**config.mk**
```make
export PLATFORM = sky130hd
export DESIGN_NAME = snd_io_page
export DESIGN_NICKNAME = d
export VERILOG_FILES = /design/src/rtl/snd_io_pkg.sv /design/src/rtl/snd_io_decode.sv /design/src/rtl/snd_io_regs.sv /design/src/rtl/snd_io_ports.sv /design/src/rtl/snd_io_rom.sv /design/src/rtl/snd_io_page.sv
export SDC_FILE = /design/constraint.sdc
export NUM_CORES = 1
export LEC_CHECK = 0
export BUFFER_PORTS_ARGS = -buffer_cell sky130_fd_sc_hd__buf_2
export CAP_MARGIN = 20
export CORE_MARGIN = 2
export CORE_UTILIZATION = 53
export CTS_BUF_LIST = sky130_fd_sc_hd__clkbuf_8 sky130_fd_sc_hd__clkbuf_16
export DETAILED_ROUTE_END_ITERATION = 7
export HOLD_SLACK_MARGIN = 0.1
export PLACE_DENSITY = 0.86
export SLEW_MARGIN = 0
export SYNTH_ARGS = -nofsm -noshare
export SYNTH_HDL_FRONTEND = slang
export SYNTH_HIERARCHICAL = 1
export SYNTH_SLANG_ARGS = --single-unit
```
**constraint.sdc**
```tcl
create_clock -name clk -period 3.17 [get_ports clk]
set_input_delay 0.1585 -clock clk [delete_from_list [all_inputs] [get_ports clk]]
set_output_delay 0.1585 -clock clk [all_outputs]
set_load 0.02 [all_outputs]
```
**src/rtl/snd_io_pkg.sv**
```systemverilog
package snd_io_pkg;

    localparam int ADDR_W        = 16;
    localparam int DATA_W        = 8;
    localparam int PORTS         = 4;
    localparam int TIMERS        = 3;
    localparam int SCRATCH       = 2;
    localparam int CNT_W         = 4;
    localparam int DSP_IDX_W     = 7;
    localparam int ROM_BYTES_DEF = 64;

    // page offsets; the layout is fixed by the CPU's software contract
    localparam logic [3:0] OFF_CTRL = 4'h1;
    localparam logic [3:0] OFF_DIDX = 4'h2;
    localparam logic [3:0] OFF_DDAT = 4'h3;
    localparam logic [3:0] OFF_PORT = 4'h4;
    localparam logic [3:0] OFF_SCR  = 4'h8;
    localparam logic [3:0] OFF_TGT  = 4'hA;
    localparam logic [3:0] OFF_CNT  = 4'hD;

    // control byte bit positions
    localparam int CTRL_CLR_LO = 4;
    localparam int CTRL_CLR_HI = 5;
    localparam int CTRL_ROM    = 7;

    typedef enum logic [3:0] {
        ACC_MEM,
        ACC_RSVD,
        ACC_CTRL,
        ACC_DIDX,
        ACC_DDAT,
        ACC_PORT,
        ACC_SCR,
        ACC_TGT,
        ACC_CNT
    } acc_kind_e;

    typedef struct packed {
        acc_kind_e  kind;
        logic [1:0] sub;
    } acc_sel_t;

    typedef struct packed {
        logic              rom_on;
        logic [TIMERS-1:0] tmr_en;
    } ctrl_t;

    function automatic logic in_span(logic [3:0] off, logic [3:0] base, int n);
        return (int'(off) >= int'(base)) && (int'(off) < int'(base) + n);
    endfunction

    function automatic logic [8*ROM_BYTES_DEF-1:0] rom_fill();
        logic [8*ROM_BYTES_DEF-1:0] v;
        v = '0;
        for (int i = 0; i < ROM_BYTES_DEF; i++)
            v[8*i +: 8] = 8'(i * 29 + 90) ^ 8'(i >> 2);
        return v;
    endfunction

endpackage

```
**src/rtl/snd_io_decode.sv**
```systemverilog
module snd_io_decode
    import snd_io_pkg::*;
#(
    parameter logic [ADDR_W-1:0] PAGE_BASE = 16'h00F0
) (
    input  logic [ADDR_W-1:0] addr,
    output acc_sel_t          sel
);

    logic [3:0] off;
    logic       in_page;

    assign off     = addr[3:0];
    assign in_page = (addr[ADDR_W-1:4] == PAGE_BASE[ADDR_W-1:4]);

    always_comb begin
        sel.kind = ACC_MEM;
        sel.sub  = '0;
        if (in_page) begin
            sel.kind = ACC_RSVD;
            if (off == OFF_CTRL) begin
                sel.kind = ACC_CTRL;
            end else if (off == OFF_DIDX) begin
                sel.kind = ACC_DIDX;
            end else if (off == OFF_DDAT) begin
                sel.kind = ACC_DDAT;
            end else if (in_span(off, OFF_PORT, PORTS)) begin
                sel.kind = ACC_PORT;
                sel.sub  = 2'(off - OFF_PORT);
            end else if (in_span(off, OFF_SCR, SCRATCH)) begin
                sel.kind = ACC_SCR;
                sel.sub  = 2'(off - OFF_SCR);
            end else if (in_span(off, OFF_TGT, TIMERS)) begin
                sel.kind = ACC_TGT;
                sel.sub  = 2'(off - OFF_TGT);
            end else if (in_span(off, OFF_CNT, TIMERS)) begin
                sel.kind = ACC_CNT;
                sel.sub  = 2'(off - OFF_CNT);
            end
        end
    end

endmodule

```
**src/rtl/snd_io_regs.sv**
```systemverilog
module snd_io_regs
    import snd_io_pkg::*;
(
    input  logic                      clk,
    input  logic                      rst,
    input  logic                      we,
    input  acc_sel_t                  sel,
    input  logic [DATA_W-1:0]         wdata,
    output ctrl_t                     ctrl,
    output logic [DATA_W-1:0]         didx,
    output logic [DATA_W*SCRATCH-1:0] scr,
    output logic [DATA_W*TIMERS-1:0]  tgt
);

    always_ff @(posedge clk) begin
        if (rst) begin
            ctrl.rom_on <= 1'b1;
            ctrl.tmr_en <= '0;
            didx        <= '0;
            scr         <= '0;
            tgt         <= '0;
        end else if (we) begin
            case (sel.kind)
                ACC_CTRL: begin
                    ctrl.rom_on <= wdata[CTRL_ROM];
                    ctrl.tmr_en <= wdata[TIMERS-1:0];
                end
                ACC_DIDX: didx <= wdata;
                ACC_SCR: begin
                    for (int s = 0; s < SCRATCH; s++)
                        if (sel.sub == 2'(s))
                            scr[DATA_W*s +: DATA_W] <= wdata;
                end
                ACC_TGT: begin
                    for (int t = 0; t < TIMERS; t++)
                        if (sel.sub == 2'(t))
                            tgt[DATA_W*t +: DATA_W] <= wdata;
                end
                default: ;
            endcase
        end
    end

endmodule

```
**src/rtl/snd_io_ports.sv**
```systemverilog
module snd_io_ports
    import snd_io_pkg::*;
(
    input  logic                    clk,
    input  logic                    rst,
    input  logic [PORTS-1:0]        cpu_we,
    input  logic [DATA_W-1:0]       cpu_wdata,
    input  logic [PORTS-1:0]        host_we,
    input  logic [DATA_W-1:0]       host_wdata,
    input  logic                    clr_lo,
    input  logic                    clr_hi,
    output logic [DATA_W*PORTS-1:0] to_host,
    output logic [DATA_W*PORTS-1:0] from_host
);

    for (genvar i = 0; i < PORTS; i++) begin : g_port
        logic clr;
        assign clr = (i < PORTS / 2) ? clr_lo : clr_hi;

        always_ff @(posedge clk) begin
            if (rst) begin
                to_host[DATA_W*i +: DATA_W]   <= '0;
                from_host[DATA_W*i +: DATA_W] <= '0;
            end else begin
                if (cpu_we[i])
                    to_host[DATA_W*i +: DATA_W] <= cpu_wdata;
                // a clear from the CPU side beats a same-cycle host load
                if (clr)
                    from_host[DATA_W*i +: DATA_W] <= '0;
                else if (host_we[i])
                    from_host[DATA_W*i +: DATA_W] <= host_wdata;
            end
        end
    end

endmodule

```
**src/rtl/snd_io_rom.sv**
```systemverilog
module snd_io_rom
    import snd_io_pkg::*;
#(
    parameter int                       ROM_BYTES = ROM_BYTES_DEF,
    parameter logic [8*ROM_BYTES-1:0]   ROM_IMAGE = rom_fill()
) (
    input  logic [ADDR_W-1:0] addr,
    output logic              hit,
    output logic [DATA_W-1:0] data
);

    localparam int                IDX_W    = $clog2(ROM_BYTES);
    localparam logic [ADDR_W-1:0] ROM_BASE = ADDR_W'((2 ** ADDR_W) - ROM_BYTES);

    logic [IDX_W-1:0] idx;

    assign hit  = (addr >= ROM_BASE);
    assign idx  = addr[IDX_W-1:0];
    assign data = ROM_IMAGE[{idx, 3'b000} +: DATA_W];

endmodule

```
**src/rtl/snd_io_page.sv**
```systemverilog
module snd_io_page
    import snd_io_pkg::*;
#(
    parameter logic [ADDR_W-1:0]      PAGE_BASE = 16'h00F0,
    parameter int                     ROM_BYTES = ROM_BYTES_DEF,
    parameter logic [8*ROM_BYTES-1:0] ROM_IMAGE = rom_fill()
) (
    input  logic                    clk,
    input  logic                    rst,
    input  logic [ADDR_W-1:0]       cpu_addr,
    input  logic                    cpu_rd,
    input  logic                    cpu_wr,
    input  logic [DATA_W-1:0]       cpu_wdata,
    output logic [DATA_W-1:0]       cpu_rdata,
    output logic [ADDR_W-1:0]       ram_addr,
    output logic                    ram_we,
    output logic [DATA_W-1:0]       ram_wdata,
    input  logic [DATA_W-1:0]       ram_rdata,
    output logic [DSP_IDX_W-1:0]    dsp_addr,
    output logic                    dsp_we,
    output logic [DATA_W-1:0]       dsp_wdata,
    input  logic [DATA_W-1:0]       dsp_rdata,
    input  logic [PORTS-1:0]        host_wr,
    input  logic [DATA_W-1:0]       host_wdata,
    output logic [DATA_W*PORTS-1:0] port_out,
    output logic [TIMERS-1:0]       tmr_en,
    output logic [DATA_W*TIMERS-1:0] tmr_target,
    input  logic [CNT_W*TIMERS-1:0] tmr_count,
    output logic [TIMERS-1:0]       tmr_clr
);

    acc_sel_t                  sel;
    ctrl_t                     ctrl;
    logic [DATA_W-1:0]         didx;
    logic [DATA_W*SCRATCH-1:0] scr;
    logic [DATA_W*PORTS-1:0]   port_in;
    logic [PORTS-1:0]          port_we;
    logic                      clr_lo;
    logic                      clr_hi;
    logic                      rom_hit;
    logic [DATA_W-1:0]         rom_byte;
    logic                      ctrl_wr;

    snd_io_decode #(.PAGE_BASE(PAGE_BASE)) i_decode (
        .addr (cpu_addr),
        .sel  (sel)
    );

    snd_io_regs i_regs (
        .clk   (clk),
        .rst   (rst),
        .we    (cpu_wr),
        .sel   (sel),
        .wdata (cpu_wdata),
        .ctrl  (ctrl),
        .didx  (didx),
        .scr   (scr),
        .tgt   (tmr_target)
    );

    assign ctrl_wr = cpu_wr && (sel.kind == ACC_CTRL);
    assign clr_lo  = ctrl_wr && cpu_wdata[CTRL_CLR_LO];
    assign clr_hi  = ctrl_wr && cpu_wdata[CTRL_CLR_HI];

    for (genvar i = 0; i < PORTS; i++) begin : g_pwe
        assign port_we[i] = cpu_wr && (sel.kind == ACC_PORT) && (sel.sub == 2'(i));
    end

    snd_io_ports i_ports (
        .clk        (clk),
        .rst        (rst),
        .cpu_we     (port_we),
        .cpu_wdata  (cpu_wdata),
        .host_we    (host_wr),
        .host_wdata (host_wdata),
        .clr_lo     (clr_lo),
        .clr_hi     (clr_hi),
        .to_host    (port_out),
        .from_host  (port_in)
    );

    snd_io_rom #(.ROM_BYTES(ROM_BYTES), .ROM_IMAGE(ROM_IMAGE)) i_rom (
        .addr (cpu_addr),
        .hit  (rom_hit),
        .data (rom_byte)
    );

    // every CPU write is mirrored into RAM, overlay or not
    assign ram_addr  = cpu_addr;
    assign ram_we    = cpu_wr;
    assign ram_wdata = cpu_wdata;

    // indirect DSP window: 7-bit index, writes with bit 7 set are dropped
    assign dsp_addr  = didx[DSP_IDX_W-1:0];
    assign dsp_wdata = cpu_wdata;
    assign dsp_we    = cpu_wr && (sel.kind == ACC_DDAT) && !didx[DATA_W-1];

    assign tmr_en = ctrl.tmr_en;

    for (genvar t = 0; t < TIMERS; t++) begin : g_clr
        assign tmr_clr[t] = cpu_rd && (sel.kind == ACC_CNT) && (sel.sub == 2'(t));
    end

    always_comb begin
        cpu_rdata = '0;
        case (sel.kind)
            ACC_DIDX: cpu_rdata = didx;
            ACC_DDAT: cpu_rdata = dsp_rdata;
            ACC_PORT: begin
                for (int p = 0; p < PORTS; p++)
                    if (sel.sub == 2'(p))
                        cpu_rdata = port_in[DATA_W*p +: DATA_W];
            end
            ACC_SCR: begin
                for (int s = 0; s < SCRATCH; s++)
                    if (sel.sub == 2'(s))
                        cpu_rdata = scr[DATA_W*s +: DATA_W];
            end
            ACC_CNT: begin
                for (int t = 0; t < TIMERS; t++)
                    if (sel.sub == 2'(t))
                        cpu_rdata = {{(DATA_W-CNT_W){1'b0}}, tmr_count[CNT_W*t +: CNT_W]};
            end
            ACC_MEM: cpu_rdata = (rom_hit && ctrl.rom_on) ? rom_byte : ram_rdata;
            default: cpu_rdata = '0;
        endcase
    end

endmodule

```
==> impl_metrics.yaml <==
timing:
  worst_slew_pin_slew_ns: 0.977
  timing.fmax_ghz: 0.347
  final.setup.worst_slack_ns: 0.288
  fin_setup_tns_ns: 0
  post-route-period-util_pct: 90.9
  finalSetupViolCount: 0
  max_slew_margin_pct: 34.7
  finalHoldViolations: 0
  skew_ns: 0
  slew_viol_final: 0
  grt_setup_unrepaired: "no"
  fin_crit_ns: 2.88
clock_network:
  cts_root_buf: "clkbuf_16"
  cts_tree: "done"
  clk_pin_slew_ns: 0.06
  clk_latency_ns: 0.41
  cts_max_path_buffers: 2
  h-tree-depth: 4
  numClockSinks: 116
  numCtsBuffers: 17
layout:
  area_growth_pct: 23.9
  antenna_cells: 0
  nets: 893
  final_common_cell: "buf_2"
  drive_above_1_share_pct: 31.1
  fill_cells: 905
  most-common-layout-cells: "178 x buf_2, 138 x mux2i_1, 116 x dfxtp_1, 87 x nor2_1, 64 x nand2b_1"
logic_synthesis:
  synth-edff-count: 0
  ys_seq_area_share_pct: 36.3
  synth_nets: 736
  yosys.cell_types.count: 64
  synth_area_leaders: "dfxtp_1 36%, mux2i_1 22%, nand2b_1 6.3%"
  synth_area_leader_cell: "dfxtp_1"
  synthArstFlopShare_pct: 0
  ys_seq_elements: 116
  synth_warnings: 6
  synth_top_area_share_pct: 36.3
  synth_area_um2: 6390
  syn_avg_cell_area_um2: 9.77
  synthesis.instances: 654
  synthFlopType: "dfxtp_1"
floorplanning:
  ios: 179
  dieWidth_um: 114
  start_util_pct: 53.6
  dieHeight_um: 114
  core_um2: 11900
  die_area_um2: 12900
  num_rows: 40
power_and_ir_drop:
  p_leak_nw: 3.79
  p_total_mw: 3.90
  peakVddDrop_v: 0.000465
  p_per_area_nw_per_um2: 493
route:
  first_pass_iters: 5
  viasPerCell: 5.66
  vias: 5497
  wl_per_cell_um: 18.0
  drt_iter0_drc: 502
  routed_wl_um: 17500
  ant_nets: 0
  drcViolationCount: 0
place:
  dpl.hpwl_um: 12200
  io_buffers: 178
  place_ws_ns: 0.275
  place.gp.congestion: 0.915
global_route:
  first_global_vias: 5390
  grt_first_pass_wirelength_um: 27600
  antenna_found_initial: 1
  grt_start_max_net_pins: 47
  grt_usage_pct: 27.3
  overflow: 0
min_path:
  hp-class: "in2reg"
critical_path:
  criticalPathCategory: "in2out"
  critPathLaunchType: "primary input"
  cp_max_fo: 10
  required_ns: 3.01
  end_kind: "output port"
  worst_ep_arrival_time_ns: 2.72
outcome:
  outcome: "completed"
run:
  maxCapViolCount: 0
[report_power, final]
part	total, mW	leakage (nW)	internal (mW)	switching (mW)
clock	2.01	0.307	1.33	0.679
sequential	1.50	0.940	1.48	0.0121
combinational	0.393	2.54	0.164	0.229
total	3.90	3.79	2.98	0.921
[cells in the mapped netlist, types with 2 or more instances]
cell type / n
nand2_1: 15
dfxtp_1: 116
xnor2_1: 5
or4b_1: 2
inv_1: 9
nor3b_2: 2
ha_1: 14
mux4_2: 8
nand2b_1: 64
a221oi_1: 3
buf_2: 16
and3_1: 2
o21ai_0: 8
nand4_1: 2
nor3b_1: 4
o22ai_1: 8
nand3_1: 5
a22oi_1: 8
buf_6: 9
a211o_1: 9
or2_1: 3
o211ai_1: 5
nor2b_1: 5
nor2_1: 87
buf_4: 35
mux2i_1: 138
o2bb2ai_1: 8
clkbuf_1: 13
and4_1: 2
nand3b_1: 2
a21oi_1: 7
nor3_1: 8
[worst paths after layout]
path | start | to | slack [ns] | cells after the start
setup / recovery | cpu_addr[0] | cpu_rdata[2] | 0.29 | 12
hold / removal | cpu_wdata[0] | i_ports/to_host[24] | 0.11 | 3
setup reg to reg | i_ports/to_host[7] | i_ports/to_host[7] | 2.50 | 2
hold reg to reg | i_regs/tgt[13] | i_regs/tgt[13] | 0.47 | 2
[sequential cells by signal, summed over array words and instances, names as in the netlist]
| signal | cells |
|---|---|
| i_regs/scr | 16 |
| i_regs/tgt | 24 |
| i_ports/to_host | 32 |
| i_regs/didx | 8 |
| i_ports/from_host | 32 |
| i_regs/ctrl | 4 |
[layer usage]
metal | vias up | global-route usage [%] | routed length (um)
li1 | 2583 | - | -
met1 | 2628 | 33.0 | 7230
met2 | 254 | 47.9 | 8660
met3 | 30 | 6.70 | 1270
met4 | 2 | 8.78 | 289
met5 | - | 0 | 5
[critical path: stages]
cell and delay [ns]:
buf_2 0.16, buf_4 0.19, ha_1 0.25, nand2b_1 0.07, a221oi_1 0.27, nor3_1 0.08
buf_4 0.17, and2b_1 0.22, or3b_1 0.50, o22ai_1 0.29, a211o_1 0.18, buf_2 0.18
[layout make-up]
| cell class | count | area (um2) | share of cell area, % |
|---|---|---|---|
| Clock buffer | 18 | 439 | 5.55 |
| Clock inverter | 14 | 185 | 2.34 |
| Inverter | 9 | 33.8 | 0.427 |
| Multi-Input combinational cell | 455 | 3550 | 44.9 |
| Sequential cell | 116 | 2320 | 29.3 |
| Tap cell | 147 | 184 | 2.32 |
| Timing Repair Buffer | 212 | 1200 | 15.1 |
[logic make-up (layout without fill, tap and decap cells)]
kind of cell	Yosys count	after routing	synth area share [%]
simple gates	218	218	18.7
mux	147	147	24.7
flops	116	116	36.3
buf+inv	83	253	8.36
compound gates	69	69	8.13
fa+ha+maj	14	14	2.74
xor+xnor	7	7	1.08
[per-stage QoR]
step / hold slack, ns / utilization [%] / instance area [um2] / cells
5_1_grt: 0.127 / 66.4 / 7910 / 971
4_1_cts: 0.101 / 66.4 / 7910 / 971
6_report: 0.106 / 66.4 / 7910 / 971
3_3_place_gp: 0.444 / 60.3 / 7180 / 929
3_5_place_dp: 0.462 / 60.3 / 7180 / 929
2_1_floorplan: 0.305 / - / 6390 / 654
[what timing repair did]
action                                  4_1_cts  5_1_grt
endpoints found under the hold margin        36        0
hold buffers                                 10        0
endpoints found under the setup margin        0        1
buffers inserted                              0        0
gates resized for setup                       0        1
(Power assumes the default switching activity.)
